### src/rtl/spi_frame_pkg.sv
package spi_frame_pkg;
  localparam int BYTE_W = 8;

  typedef enum logic [1:0] {
    TAG_CMD  = 2'd0,
    TAG_CNT  = 2'd1,
    TAG_ADDR = 2'd2,
    TAG_PAY  = 2'd3
  } frame_tag_e;

  typedef enum logic [2:0] {
    ST_CMD, ST_CNT, ST_ADDR, ST_PAY, ST_BUF, ST_DROP
  } frame_st_e;

  localparam logic [BYTE_W-1:0] OP_WRITE = 8'h01;
  localparam logic [BYTE_W-1:0] OP_READ  = 8'h02;
  localparam logic [BYTE_W-1:0] OP_BUFRD = 8'h03;
  localparam logic [BYTE_W-1:0] IDLE_BYTE = 8'hFF;
endpackage

### src/rtl/spi_pin_sync.sv
module spi_pin_sync #(
  parameter int STAGES = 2
) (
  input  logic clk_i,
  input  logic rst_ni,
  input  logic cpol_i,
  input  logic cpha_i,
  input  logic sclk_i,
  input  logic cs_ni,
  input  logic mosi_i,
  output logic cs_act_o,
  output logic sample_o,
  output logic shift_o,
  output logic mosi_o
);
  logic [STAGES-1:0] sclk_p, cs_p, mosi_p;
  logic sclk_q;
  logic sclk_s, rise, fall, lead, trail;

  always_ff @(posedge clk_i or negedge rst_ni) begin
    if (!rst_ni) begin
      sclk_p <= '0;
      cs_p   <= '1;
      mosi_p <= '0;
      sclk_q <= 1'b0;
    end else begin
      sclk_p <= {sclk_p[STAGES-2:0], sclk_i};
      cs_p   <= {cs_p[STAGES-2:0], cs_ni};
      mosi_p <= {mosi_p[STAGES-2:0], mosi_i};
      sclk_q <= sclk_p[STAGES-1];
    end
  end

  always_comb begin
    sclk_s   = sclk_p[STAGES-1];
    rise     = sclk_s & ~sclk_q;
    fall     = ~sclk_s & sclk_q;
    lead     = cpol_i ? fall : rise;
    trail    = cpol_i ? rise : fall;
    cs_act_o = ~cs_p[STAGES-1];
    sample_o = cs_act_o & (cpha_i ? trail : lead);
    shift_o  = cs_act_o & (cpha_i ? lead : trail);
    mosi_o   = mosi_p[STAGES-1];
  end
endmodule

### src/rtl/spi_rx_shift.sv
module spi_rx_shift
  import spi_frame_pkg::*;
(
  input  logic              clk_i,
  input  logic              rst_ni,
  input  logic              cs_act_i,
  input  logic              sample_i,
  input  logic              mosi_i,
  input  logic              lsb_first_i,
  output logic              byte_done_o,
  output logic [BYTE_W-1:0] byte_o,
  output logic              at_bound_o,
  output logic              first_bit_o
);
  localparam int CW = $clog2(BYTE_W);
  localparam logic [CW-1:0] LAST = CW'(BYTE_W - 1);

  logic [CW-1:0]     bit_cnt;
  logic [BYTE_W-1:0] sh, nxt;

  always_comb begin
    nxt = lsb_first_i ? {mosi_i, sh[BYTE_W-1:1]} : {sh[BYTE_W-2:0], mosi_i};
    at_bound_o  = (bit_cnt == '0);
    first_bit_o = sample_i & at_bound_o;
  end

  always_ff @(posedge clk_i or negedge rst_ni) begin
    if (!rst_ni) begin
      bit_cnt     <= '0;
      sh          <= '0;
      byte_o      <= '0;
      byte_done_o <= 1'b0;
    end else if (!cs_act_i) begin
      bit_cnt     <= '0;
      byte_done_o <= 1'b0;
    end else begin
      byte_done_o <= 1'b0;
      if (sample_i) begin
        sh      <= nxt;
        bit_cnt <= bit_cnt + 1'b1;
        if (bit_cnt == LAST) begin
          bit_cnt     <= '0;
          byte_o      <= nxt;
          byte_done_o <= 1'b1;
        end
      end
    end
  end
endmodule

### src/rtl/spi_frame_ctl.sv
module spi_frame_ctl
  import spi_frame_pkg::*;
#(
  parameter int MAX_COUNT = 256
) (
  input  logic              clk_i,
  input  logic              rst_ni,
  input  logic              cs_act_i,
  input  logic              byte_done_i,
  input  logic [BYTE_W-1:0] byte_i,
  output logic              push_o,
  output logic [BYTE_W-1:0] data_o,
  output frame_tag_e        tag_o,
  output logic              buf_mode_o,
  output logic              err_o
);
  localparam int CNT_W = $clog2(MAX_COUNT + 1);

  frame_st_e        state;
  logic [CNT_W-1:0] remain;
  logic             is_read;

  assign buf_mode_o = (state == ST_BUF);

  always_ff @(posedge clk_i or negedge rst_ni) begin
    if (!rst_ni) begin
      state   <= ST_CMD;
      remain  <= '0;
      is_read <= 1'b0;
      push_o  <= 1'b0;
      data_o  <= '0;
      tag_o   <= TAG_CMD;
      err_o   <= 1'b0;
    end else if (!cs_act_i) begin
      state  <= ST_CMD;
      push_o <= 1'b0;
    end else begin
      push_o <= 1'b0;
      if (byte_done_i) begin
        data_o <= byte_i;
        unique case (state)
          ST_CMD: begin
            if (byte_i == OP_WRITE || byte_i == OP_READ) begin
              push_o  <= 1'b1;
              tag_o   <= TAG_CMD;
              is_read <= (byte_i == OP_READ);
              state   <= ST_CNT;
            end else if (byte_i == OP_BUFRD) begin
              state <= ST_BUF;
            end else begin
              err_o <= 1'b1;
              state <= ST_DROP;
            end
          end
          ST_CNT: begin
            push_o <= 1'b1;
            tag_o  <= TAG_CNT;
            remain <= (byte_i == '0) ? CNT_W'(MAX_COUNT) : CNT_W'(byte_i);
            state  <= ST_ADDR;
          end
          ST_ADDR: begin
            if (byte_i[0] == is_read) begin
              push_o <= 1'b1;
              tag_o  <= TAG_ADDR;
              state  <= is_read ? ST_DROP : ST_PAY;
            end else begin
              err_o <= 1'b1;
              state <= ST_DROP;
            end
          end
          ST_PAY: begin
            push_o <= 1'b1;
            tag_o  <= TAG_PAY;
            remain <= remain - 1'b1;
            if (remain == CNT_W'(1)) state <= ST_DROP;
          end
          default: state <= state;
        endcase
      end
    end
  end
endmodule

### src/rtl/spi_miso_drv.sv
module spi_miso_drv
  import spi_frame_pkg::*;
(
  input  logic              clk_i,
  input  logic              rst_ni,
  input  logic              cs_act_i,
  input  logic              shift_i,
  input  logic              at_bound_i,
  input  logic              first_bit_i,
  input  logic              buf_mode_i,
  input  logic              lsb_first_i,
  input  logic [BYTE_W-1:0] rx_data_i,
  input  logic              rx_empty_i,
  output logic              miso_o,
  output logic              pop_o,
  output logic              udf_o
);
  logic [BYTE_W-1:0] sh;
  logic              loaded;   // presented byte came from the queue
  logic              starved;  // presented byte is underflow filler

  assign miso_o = lsb_first_i ? sh[0] : sh[BYTE_W-1];

  always_ff @(posedge clk_i or negedge rst_ni) begin
    if (!rst_ni) begin
      sh      <= IDLE_BYTE;
      loaded  <= 1'b0;
      starved <= 1'b0;
      pop_o   <= 1'b0;
      udf_o   <= 1'b0;
    end else if (!cs_act_i) begin
      sh      <= IDLE_BYTE;
      loaded  <= 1'b0;
      starved <= 1'b0;
      pop_o   <= 1'b0;
    end else begin
      pop_o <= 1'b0;
      if (shift_i) begin
        if (at_bound_i) begin
          if (buf_mode_i && !rx_empty_i) begin
            sh      <= rx_data_i;
            loaded  <= 1'b1;
            starved <= 1'b0;
          end else begin
            sh      <= IDLE_BYTE;
            loaded  <= 1'b0;
            starved <= buf_mode_i;
          end
        end else begin
          sh <= lsb_first_i ? {1'b1, sh[BYTE_W-1:1]} : {sh[BYTE_W-2:0], 1'b1};
        end
      end
      // commit only once the master actually samples the byte
      if (first_bit_i && buf_mode_i) begin
        if (loaded) begin
          pop_o  <= 1'b1;
          loaded <= 1'b0;
        end else if (starved) begin
          udf_o   <= 1'b1;
          starved <= 1'b0;
        end
      end
    end
  end
endmodule

### src/rtl/spi_frame_rx.sv
module spi_frame_rx
  import spi_frame_pkg::*;
#(
  parameter int SYNC_STAGES = 2,
  parameter int MAX_COUNT   = 256
) (
  input  logic       clk_i,
  input  logic       rst_ni,
  input  logic       cpol_i,
  input  logic       cpha_i,
  input  logic       lsb_first_i,
  input  logic       sclk_i,
  input  logic       cs_ni,
  input  logic       mosi_i,
  output logic       miso_o,
  output logic       tx_push_o,
  output logic [7:0] tx_data_o,
  output logic [1:0] tx_tag_o,
  output logic       rx_pop_o,
  input  logic [7:0] rx_data_i,
  input  logic       rx_empty_i,
  output logic       err_o,
  output logic       underflow_o
);
  logic              cs_act, sample, shift, mosi_s;
  logic              byte_done, at_bound, first_bit, buf_mode;
  logic [BYTE_W-1:0] rx_byte;
  frame_tag_e        tag;

  spi_pin_sync #(.STAGES(SYNC_STAGES)) u_sync (
    .clk_i, .rst_ni, .cpol_i, .cpha_i, .sclk_i, .cs_ni, .mosi_i,
    .cs_act_o(cs_act), .sample_o(sample), .shift_o(shift), .mosi_o(mosi_s)
  );

  spi_rx_shift u_shift (
    .clk_i, .rst_ni, .cs_act_i(cs_act), .sample_i(sample), .mosi_i(mosi_s),
    .lsb_first_i, .byte_done_o(byte_done), .byte_o(rx_byte),
    .at_bound_o(at_bound), .first_bit_o(first_bit)
  );

  spi_frame_ctl #(.MAX_COUNT(MAX_COUNT)) u_ctl (
    .clk_i, .rst_ni, .cs_act_i(cs_act), .byte_done_i(byte_done), .byte_i(rx_byte),
    .push_o(tx_push_o), .data_o(tx_data_o), .tag_o(tag),
    .buf_mode_o(buf_mode), .err_o(err_o)
  );

  spi_miso_drv u_miso (
    .clk_i, .rst_ni, .cs_act_i(cs_act), .shift_i(shift), .at_bound_i(at_bound),
    .first_bit_i(first_bit), .buf_mode_i(buf_mode), .lsb_first_i,
    .rx_data_i, .rx_empty_i, .miso_o, .pop_o(rx_pop_o), .udf_o(underflow_o)
  );

  assign tx_tag_o = tag;
endmodule

### config.mk
export PLATFORM = sky130hd
export DESIGN_NAME = spi_frame_rx
export DESIGN_NICKNAME = d
export VERILOG_FILES = /design/src/rtl/spi_frame_pkg.sv /design/src/rtl/spi_pin_sync.sv /design/src/rtl/spi_rx_shift.sv /design/src/rtl/spi_frame_ctl.sv /design/src/rtl/spi_miso_drv.sv /design/src/rtl/spi_frame_rx.sv
export SDC_FILE = /design/constraint.sdc
export NUM_CORES = 1
export LEC_CHECK = 0
export BUFFER_PORTS_ARGS = -buffer_cell sky130_fd_sc_hd__buf_4
export CELL_PAD_IN_SITES_DETAIL_PLACEMENT = 1
export CELL_PAD_IN_SITES_GLOBAL_PLACEMENT = 1
export CORE_UTILIZATION = 44
export CTS_BUF_LIST = sky130_fd_sc_hd__clkbuf_8
export DETAILED_ROUTE_END_ITERATION = 10
export PLACE_DENSITY_LB_ADDON = 0.1
export REMOVE_ABC_BUFFERS = 1
export SKIP_CTS_REPAIR_TIMING = 1
export SLEW_MARGIN = 20
export SYNTH_ARGS = -nofsm -noshare
export SYNTH_HDL_FRONTEND = slang
export SYNTH_HIERARCHICAL = 1
export SYNTH_SLANG_ARGS = --single-unit
### constraint.sdc
create_clock -name clk_i -period 2.1 [get_ports clk_i]
set_input_delay 0.315 -clock clk_i [delete_from_list [all_inputs] [get_ports clk_i]]
set_output_delay 0.315 -clock clk_i [all_outputs]
set_load 0.01 [all_outputs]
==> summary.md, run 1 <==
| Metric | Value |
|---|---|
| Initial antenna violation count | 0 |
| DRT Pass-1 Iters | 4 |
| Crit path kind | reg -> reg |
| Post-synthesis register bit count | 64 |
| Remaining Overflow, GRT | 0 |
| DRC Markers | 0 |
| Fin util | 52.3% |
| Fin crit period | 1.86 ns |
| ANT nets after route | 0 |
| Final wirelength | 7510 microns |
| Crit-path max FO | 22 |
| Main synth FF type | dfrtp_1 |
| Max IR drop VDD | 0.382 mV |
| Die area | 7810 sq um |
| CTS sink count | 64 |
| Post-route cell area | 3770 sq um |
| Post-synth EDFFs | 0 |
| Period utilization | 88.4% |
| Static leakage | 1.66 nW |
| Ys async rst share | 100% |
| PD cells | 712 nW/um^2 |
| Yosys synthesis warning count | 6 |
| Via/cell ratio | 5.62 |
| Dpl cell area | 3580 sq um |
| Achievable Freq | 539 MHz |
| Synth area leader | dfrtp_1 |
| Mapped Area | 3280 sq um |
| Worst EP arrival | 2.06 ns |
| Root buffer cell | clkbuf_8 |
| 1st-iter DRT viols | 71 |
| Clock Tree Buf Depth | 2 |
| Tightest Pin Transition | 0.807 ns |
| Outcome | finished clean |
| Nets@finish | 362 |
| Antenna Cells | 0 |
| HPWL Detailed | 5240 microns |
| CTS tree | yes |
| Top post-synthesis cells by area | dfrtp_1 (41%), dfstp_2 (8.0%), a21oi_1 (5.3%), mux2i_1 (3.7%), ha_1 (2.7%) |
| Unrepaired setup endpoints after global routing | no |
| Worst relative slew slack | 46.2% |
| Core area | 7210 sq um |
| Critical Path RT | 2.31 ns |
| GR Util All Layers | 21.7% |
| Setup-failing EPs final | 0 |
| Global-route wire length before repair | 12800 microns |
| Register area share after synthesis | 49.2% |
| CTS Buf Count | 9 |
| Setup ws final | 0.244 ns |
| Area Growth Syn to Fin | 15.1% |
| Total Power | 2.69 mW |
| Largest net degree at the start of global routing | 65 |
| Fin. max-slew vios | 0 |
| Worst hold slack | 0.0622 ns |
| Fin. Hold Viols | 0 |
| GP Congestion | 0.738 |
| Post-synth cell types | 64 |
| IO buf count | 31 |
| Worst-skew pair later-pin latency | 0.34 ns |
| Final setup TNS | 0 ns |
| Element type at the critical path end | register |
| Synth Instances | 303 |
| Share of cells above drive strength 1 | 27.1% |
| # IOs | 32 |
| Routed vias | 2484 |
| Post-synth top area share | 41.2% |
| Mean Syn Cell Area | 10.8 sq um |
| Vias in the first global route | 2559 |
| Non-filler instance count after layout | 442 |
| Worst slack at placement | 0.239 ns |
| Most instantiated cells after synthesis | dfrtp_1 (54), a21oi_1 (35), o21ai_0 (17), inv_1 (15), mux2i_1 (12) |
| Initial core utilization | 45.5% |
| Number of H-tree levels | 3 |
| Row cnt | 31 |
| Critical path launch point type | register |
| Cells after DPL | 426 |
| Total of max-cap violations | 0 |
| Clock skew | 0.00633 ns |
| Die H | 88.4 microns |
| Most common cell in the netlist | dfrtp_1 |
| WL per Instance | 17.0 microns |
| Hold crit path type | in -> async |
| Clock transition at the registers of the reported paths | 0.07 ns |
| Die Wd | 88.4 microns |
## registers in the layout, summed over array words and instances (netlist names), 2 cells and up
register	count
u_shift/bit_cnt	3
u_shift/sh	8
u_sync/cs_p	2
u_ctl/remain	9
u_shift/byte_o	8
u_miso/sh	8
u_sync/sclk_p	2
u_ctl/tag_o	2
u_ctl/state	3
u_sync/mosi_p	2
u_ctl/data_o	8
## worst max-delay path, cell delays in order (launching register included)
cell and delay, ns:
dfrtp_1 0.37, or3b_1 0.42, mux2i_2 0.17, buf_4 0.28, and2_1 0.35, a21oi_1 0.11
## layout by cell type, fill, tap and decap left out, types with 2 or more instances in the layout
master,n
dfrtp_1,54
buf_4,43
a21oi_1,35
o21ai_0,17
inv_1,15
clkbuf_8,12
nand2b_1,11
a31oi_1,11
mux2i_1,11
nand2_1,10
dfstp_2,10
nor2_1,9
nand3_1,8
mux2_2,7
ha_1,7
nor3_1,6
nor2b_1,6
o221ai_1,5
clkinvlp_4,3
nand3b_1,3
o21a_1,3
a21oi_2,3
nor3b_2,2
and2b_1,2
a32o_1,2
a32oi_1,2
o2bb2ai_1,2
mux2_4,2
o221ai_2,2
mux2_1,2
o22ai_1,2
a211oi_1,2
and2_1,2
or3b_1,2
## cell families after synthesis
| group | share of synthesized area, % |
|---|---|
| xor+xnor | 0.534 |
| mux | 7.67 |
| fa+ha+maj | 2.67 |
| flops | 49.2 |
| simple gates | 14.2 |
| buf+inv | 6.25 |
| compound gates | 19.5 |
## power breakdown
part           switching [mW]  leakage, nW  internal (mW)
registers              0.0660        0.822           1.32
clock network           0.486       0.0906          0.523
logic                   0.171        0.752          0.121
## path summary, 6_finish.rpt
check,cells after the start,slack [ns],end,startpoint
worst max-delay path,5,0.24,u_shift/sh[7],u_sync/sclk_q
worst min-delay path,1,0.06,u_ctl/remain[5],rst_ni
worst max register to register,5,0.24,u_shift/sh[7],u_sync/sclk_q
worst min register to register,0,0.35,u_sync/mosi_p[1],u_sync/mosi_p[0]
max in group asynchronous,1,1.51,u_ctl/is_read,rst_ni
min in group clk_i,1,0.08,u_sync/cs_p[0],cs_ni
## area by class of cell
class / count / area [sq um]
flip-flops and latches: 64 / 1610
clock inverters: 4 / 27.5
multi-input cells: 205 / 1470
well taps: 99 / 124
clock buffers: 12 / 165
fillers: 826 / 3440
repair buffers: 43 / 323
inverters: 15 / 56.3
## routing by layer
layer	share of wire (%)	vias to the layer above	global-route usage, %
met5	0	-	0
met4	1.5	0	8.80
met3	1.9	9	4.29
met2	50	30	35.9
met1	46	1260	28.1
li1	-	1185	-
No activity file was read; power rests on OpenSTA's default activity.
==> inputs of run 2 (changes only) <==
--- a/config.mk
+++ b/config.mk
@@ -5,10 +5,11 @@
 export SDC_FILE = /design/constraint.sdc
 export NUM_CORES = 1
 export LEC_CHECK = 0
+export ABC_AREA = 1
 export BUFFER_PORTS_ARGS = -buffer_cell sky130_fd_sc_hd__buf_4
 export CELL_PAD_IN_SITES_DETAIL_PLACEMENT = 1
 export CELL_PAD_IN_SITES_GLOBAL_PLACEMENT = 1
-export CORE_UTILIZATION = 44
+export CORE_UTILIZATION = 41
 export CTS_BUF_LIST = sky130_fd_sc_hd__clkbuf_8
 export DETAILED_ROUTE_END_ITERATION = 10
 export PLACE_DENSITY_LB_ADDON = 0.1
==> summary.md, run 2 <==
| Metric | Value |
|---|---|
| Outcome | finished clean |
| Post-synth EDFFs | 0 (unchanged) |
| Nets@finish | 528 (+46%) |
| Worst relative slew slack | 66.7% (+21 points) |
| Fin util | 48.9% (-3.4 points) |
| Core area | 8260 sq um (+14%) |
| Switch share | 28.4% (+1.4 points) |
| Die H | 94.5 microns (+7.0%) |
| WL per Instance | 13.8 microns (-19%) |
| Clock Tree Buf Depth | 2 (unchanged) |
| Total of max-cap violations | 0 (unchanged) |
| Yosys synthesis warning count | 6 (unchanged) |
| HPWL Detailed | 6150 microns (+17%) |
| Crit path kind | reg -> reg |
| Critical Path RT | 2.38 ns (+0.07 ns) |
| Fin. Hold Viols | 0 (unchanged) |
| PD cells | 614 nW/um^2 (-14%) |
| Clock power share | 38.7% (+1.2 points) |
| Via/cell ratio | 4.87 (-13%) |
| Initial antenna violation count | 0 (unchanged) |
| Worst path max stage delay | 0.37 ns (-0.05 ns) |
| Max IR drop VDD | 0.362 mV (-5.1%) |
| 1st-iter DRT viols | 85 (+20%) |
| Psw | 0.704 mW (-2.7%) |
| Number of H-tree levels | 3 (unchanged) |
| Dpl cell area | 3860 sq um (+7.8%) |
| Remaining Overflow, GRT | 0 (unchanged) |
| Main synth FF type | dfrtp_1 |
| Setup-failing EPs final | 0 (unchanged) |
| Area Growth Syn to Fin | 15.1% (about the same) |
| Mapped Area | 3510 sq um (+7.0%) |
| IO buf count | 31 (unchanged) |
| Mean Syn Cell Area | 7.58 sq um (-30%) |
| Register area share after synthesis | 46.0% (-3.2 points) |
| Element type at the critical path end | register |
| Routed vias | 2989 (+20%) |
| Period utilization | 82.8% (-5.6 points) |
| Post-synthesis adder-cell area fraction | 2.49% (-0.18 points) |
| Logic pwr share | 8.9% (-2.0 points) |
| Critical path launch point type | register |
| Fin. max-slew vios | 0 (unchanged) |
| # IOs | 32 (unchanged) |
| Initial core utilization | 42.5% (-3.0 points) |
| Unrepaired setup endpoints after global routing | no |
| Most Crowded Layer GR | met2 |
| CTS Buf Count | 9 (unchanged) |
| Biggest register | u_ctl/remain |
| Crit-path max FO | 17 (-23%) |
| Share of cells above drive strength 1 | 21.2% (-5.9 points) |
| Most frequent cells in the layout | nand2_1 (202), dfrtp_1 (54), inv_1 (39), nor2_1 (39), buf_4 (36) |
| Combinational family with the most area after synthesis | simple AND/OR/NAND/NOR gates |
| Global-route wire length before repair | 14800 microns (+16%) |
| GR Util All Layers | 21.4% (-0.32 points) |
| Post-synthesis register bit count | 64 (unchanged) |
| Slowest-stage cell, CP | dfstp_2 |
| Met3 usage | 4.11% (-0.18 points) |
| CTS sink count | 64 (unchanged) |
| Tightest Pin Transition | 0.499 ns (-0.309 ns) |
| Vias in the first global route | 3119 (+22%) |
| Fin crit period | 1.74 ns (-0.118 ns) |
| Post-synth top area share | 38.5% (-2.7 points) |
| Post-route cell area | 4040 sq um (+7.1%) |
| Final setup TNS | 0 ns (unchanged) |
| Worst EP arrival | 2.02 ns (-0.04 ns) |
| Worst-skew pair later-pin latency | 0.34 ns (about the same) |
| DRT Pass-1 Iters | 4 (unchanged) |
| CTS tree | yes |
| Flop pwr share | 52.4% (+0.8 points) |
| DRC Markers | 0 (unchanged) |
| Commonest non-fill, non-tap cell in the layout | nand2_1 |
| CP bufs+invs | 2 (+1) |
| Grt met1 use | 28.1% (about the same) |
| Clock transition at the registers of the reported paths | 0.08 ns (about the same) |
| Top post-synthesis cells by area | dfrtp_1 (38%), nand2_1 (22%), dfstp_2 (7.5%), inv_1 (4.2%), nor2_1 (4.2%) |
| Root buffer cell | clkbuf_8 |
| Die Wd | 94.5 microns (+7.0%) |
| Most instantiated cells after synthesis | nand2_1 (202), dfrtp_1 (54), inv_1 (39), nor2_1 (39), nand3_1 (26) |
| Hold crit path type | in -> reg |
| Achievable Freq | 575 MHz (+6.8%) |
| Largest register FFs | 9 (unchanged) |
| Synth Area in Compound Gates | 7.06% (-12 points) |
| Static leakage | 2.24 nW (+35%) |
| Met2 Track Usage GR | 35.5% (-0.37 points) |
| Xor-xnor portion of the synthesized cell area | 0% (-0.53 points) |
| Die area | 8940 sq um (+14%) |
| Ys async rst share | 100% (unchanged) |
| Worst-path cell chain | inv_2, nand2_1, nor2_1, inv_1, nor3_1, nand2_1, nor2_1, a21o_1 |
| Largest net degree at the start of global routing | 53 (-18%) |
| Clock skew | 0.00892 ns (+0.00258 ns) |
| ANT nets after route | 0 (unchanged) |
| GP Congestion | 0.833 (+13%) |
| Most common cell in the netlist | nand2_1 |
| Post-synth cell types | 34 (-47%) |
| Synth Instances | 463 (+53%) |
| Row cnt | 33 (+6.5%) |
| P_int | 1.78 mW (-9.5%) |
| Antenna Cells | 0 (unchanged) |
| Mux share of post-synthesis cell area | 0% (-7.7 points) |
| CP delay by family, top | simple AND/OR/NAND/NOR gates |
| Final wirelength | 8460 microns (+13%) |
| Synth area leader | dfrtp_1 |
| Post-Synth Simple-Gate Area | 37.0% (+23 points) |
## run 2: cell count changes after synthesis, moves of 7 or more
| cell | before | now |
|---|---|---|
| inv_1 | 15 | 39 |
| nor2_1 | 9 | 39 |
| nand3_1 | 8 | 26 |
| inv_2 | 0 | 11 |
| mux2i_1 | 12 | 0 |
| nand2_1 | 10 | 202 |
| nand2b_1 | 11 | 0 |
| mux2_2 | 7 | 0 |
| a31oi_1 | 11 | 1 |
| a21oi_1 | 35 | 6 |
## run 2: power groups by stage
stage / logic [mW] / clock network [mW] / registers (mW)
after detailed placement: 0.224 / 0 / 1.32
after floorplan: 0.127 / 0 / 1.32
after global placement: 0.219 / 0 / 1.32
final: 0.221 / 0.960 / 1.30
after global routing: 0.257 / 1.04 / 1.31
after CTS: 0.226 / 0.992 / 1.30
## run 2: final timing paths
path	depth (start not counted)	to	slack [ns]	start
hold reg to reg	0	u_sync/mosi_p[1]	0.36	u_sync/mosi_p[0]
setup / recovery	8	u_miso/udf_o	0.36	u_sync/cs_p[1]
hold / removal	1	u_sync/mosi_p[0]	0.07	mosi_i
min in group asynchronous	2	u_sync/sclk_q	0.36	rst_ni
setup reg to reg	8	u_miso/udf_o	0.36	u_sync/cs_p[1]
max in group asynchronous	3	u_miso/sh[5]	1.15	rst_ni
## run 2: final cells by class
cell class / count / area, sq um
fillers: 1089 / 4220
multi-input cells: 340 / 1630
flip-flops and latches: 64 / 1610
repair buffers: 38 / 300
inverters: 51 / 191
well taps: 105 / 131
clock buffers: 9 / 124
clock inverters: 7 / 47.5
## run 2: kinds of logic (layout without fill, tap and decap cells)
group	Yosys count	after routing
AND/OR/NAND/NOR	296	296
flip-flops	64	64
buffers and inverters	59	105
AO/OA/AOI/OAI	37	37
adder cells (fa/ha/maj)	7	7
## run 2: through the flow
step	cells	setup slack, ns	power (mW)	hold slack [ns]
5_1_grt	614	0.114	2.61	0.0567
2_1_floorplan	455	0.623	1.44	0.0194
3_3_place_gp	597	0.400	1.54	0.174
3_5_place_dp	597	0.333	1.55	0.181
6_report	614	0.362	2.48	0.0746
4_1_cts	613	0.323	2.52	-0.199
## run 2: metal layers
layer	part of all wire [%]	wire, microns	vias up
met5	0	0	-
met4	1.5	124	0
met3	2.6	218	11
met2	48	4040	38
met1	48	4080	1419
li1	-	-	1521
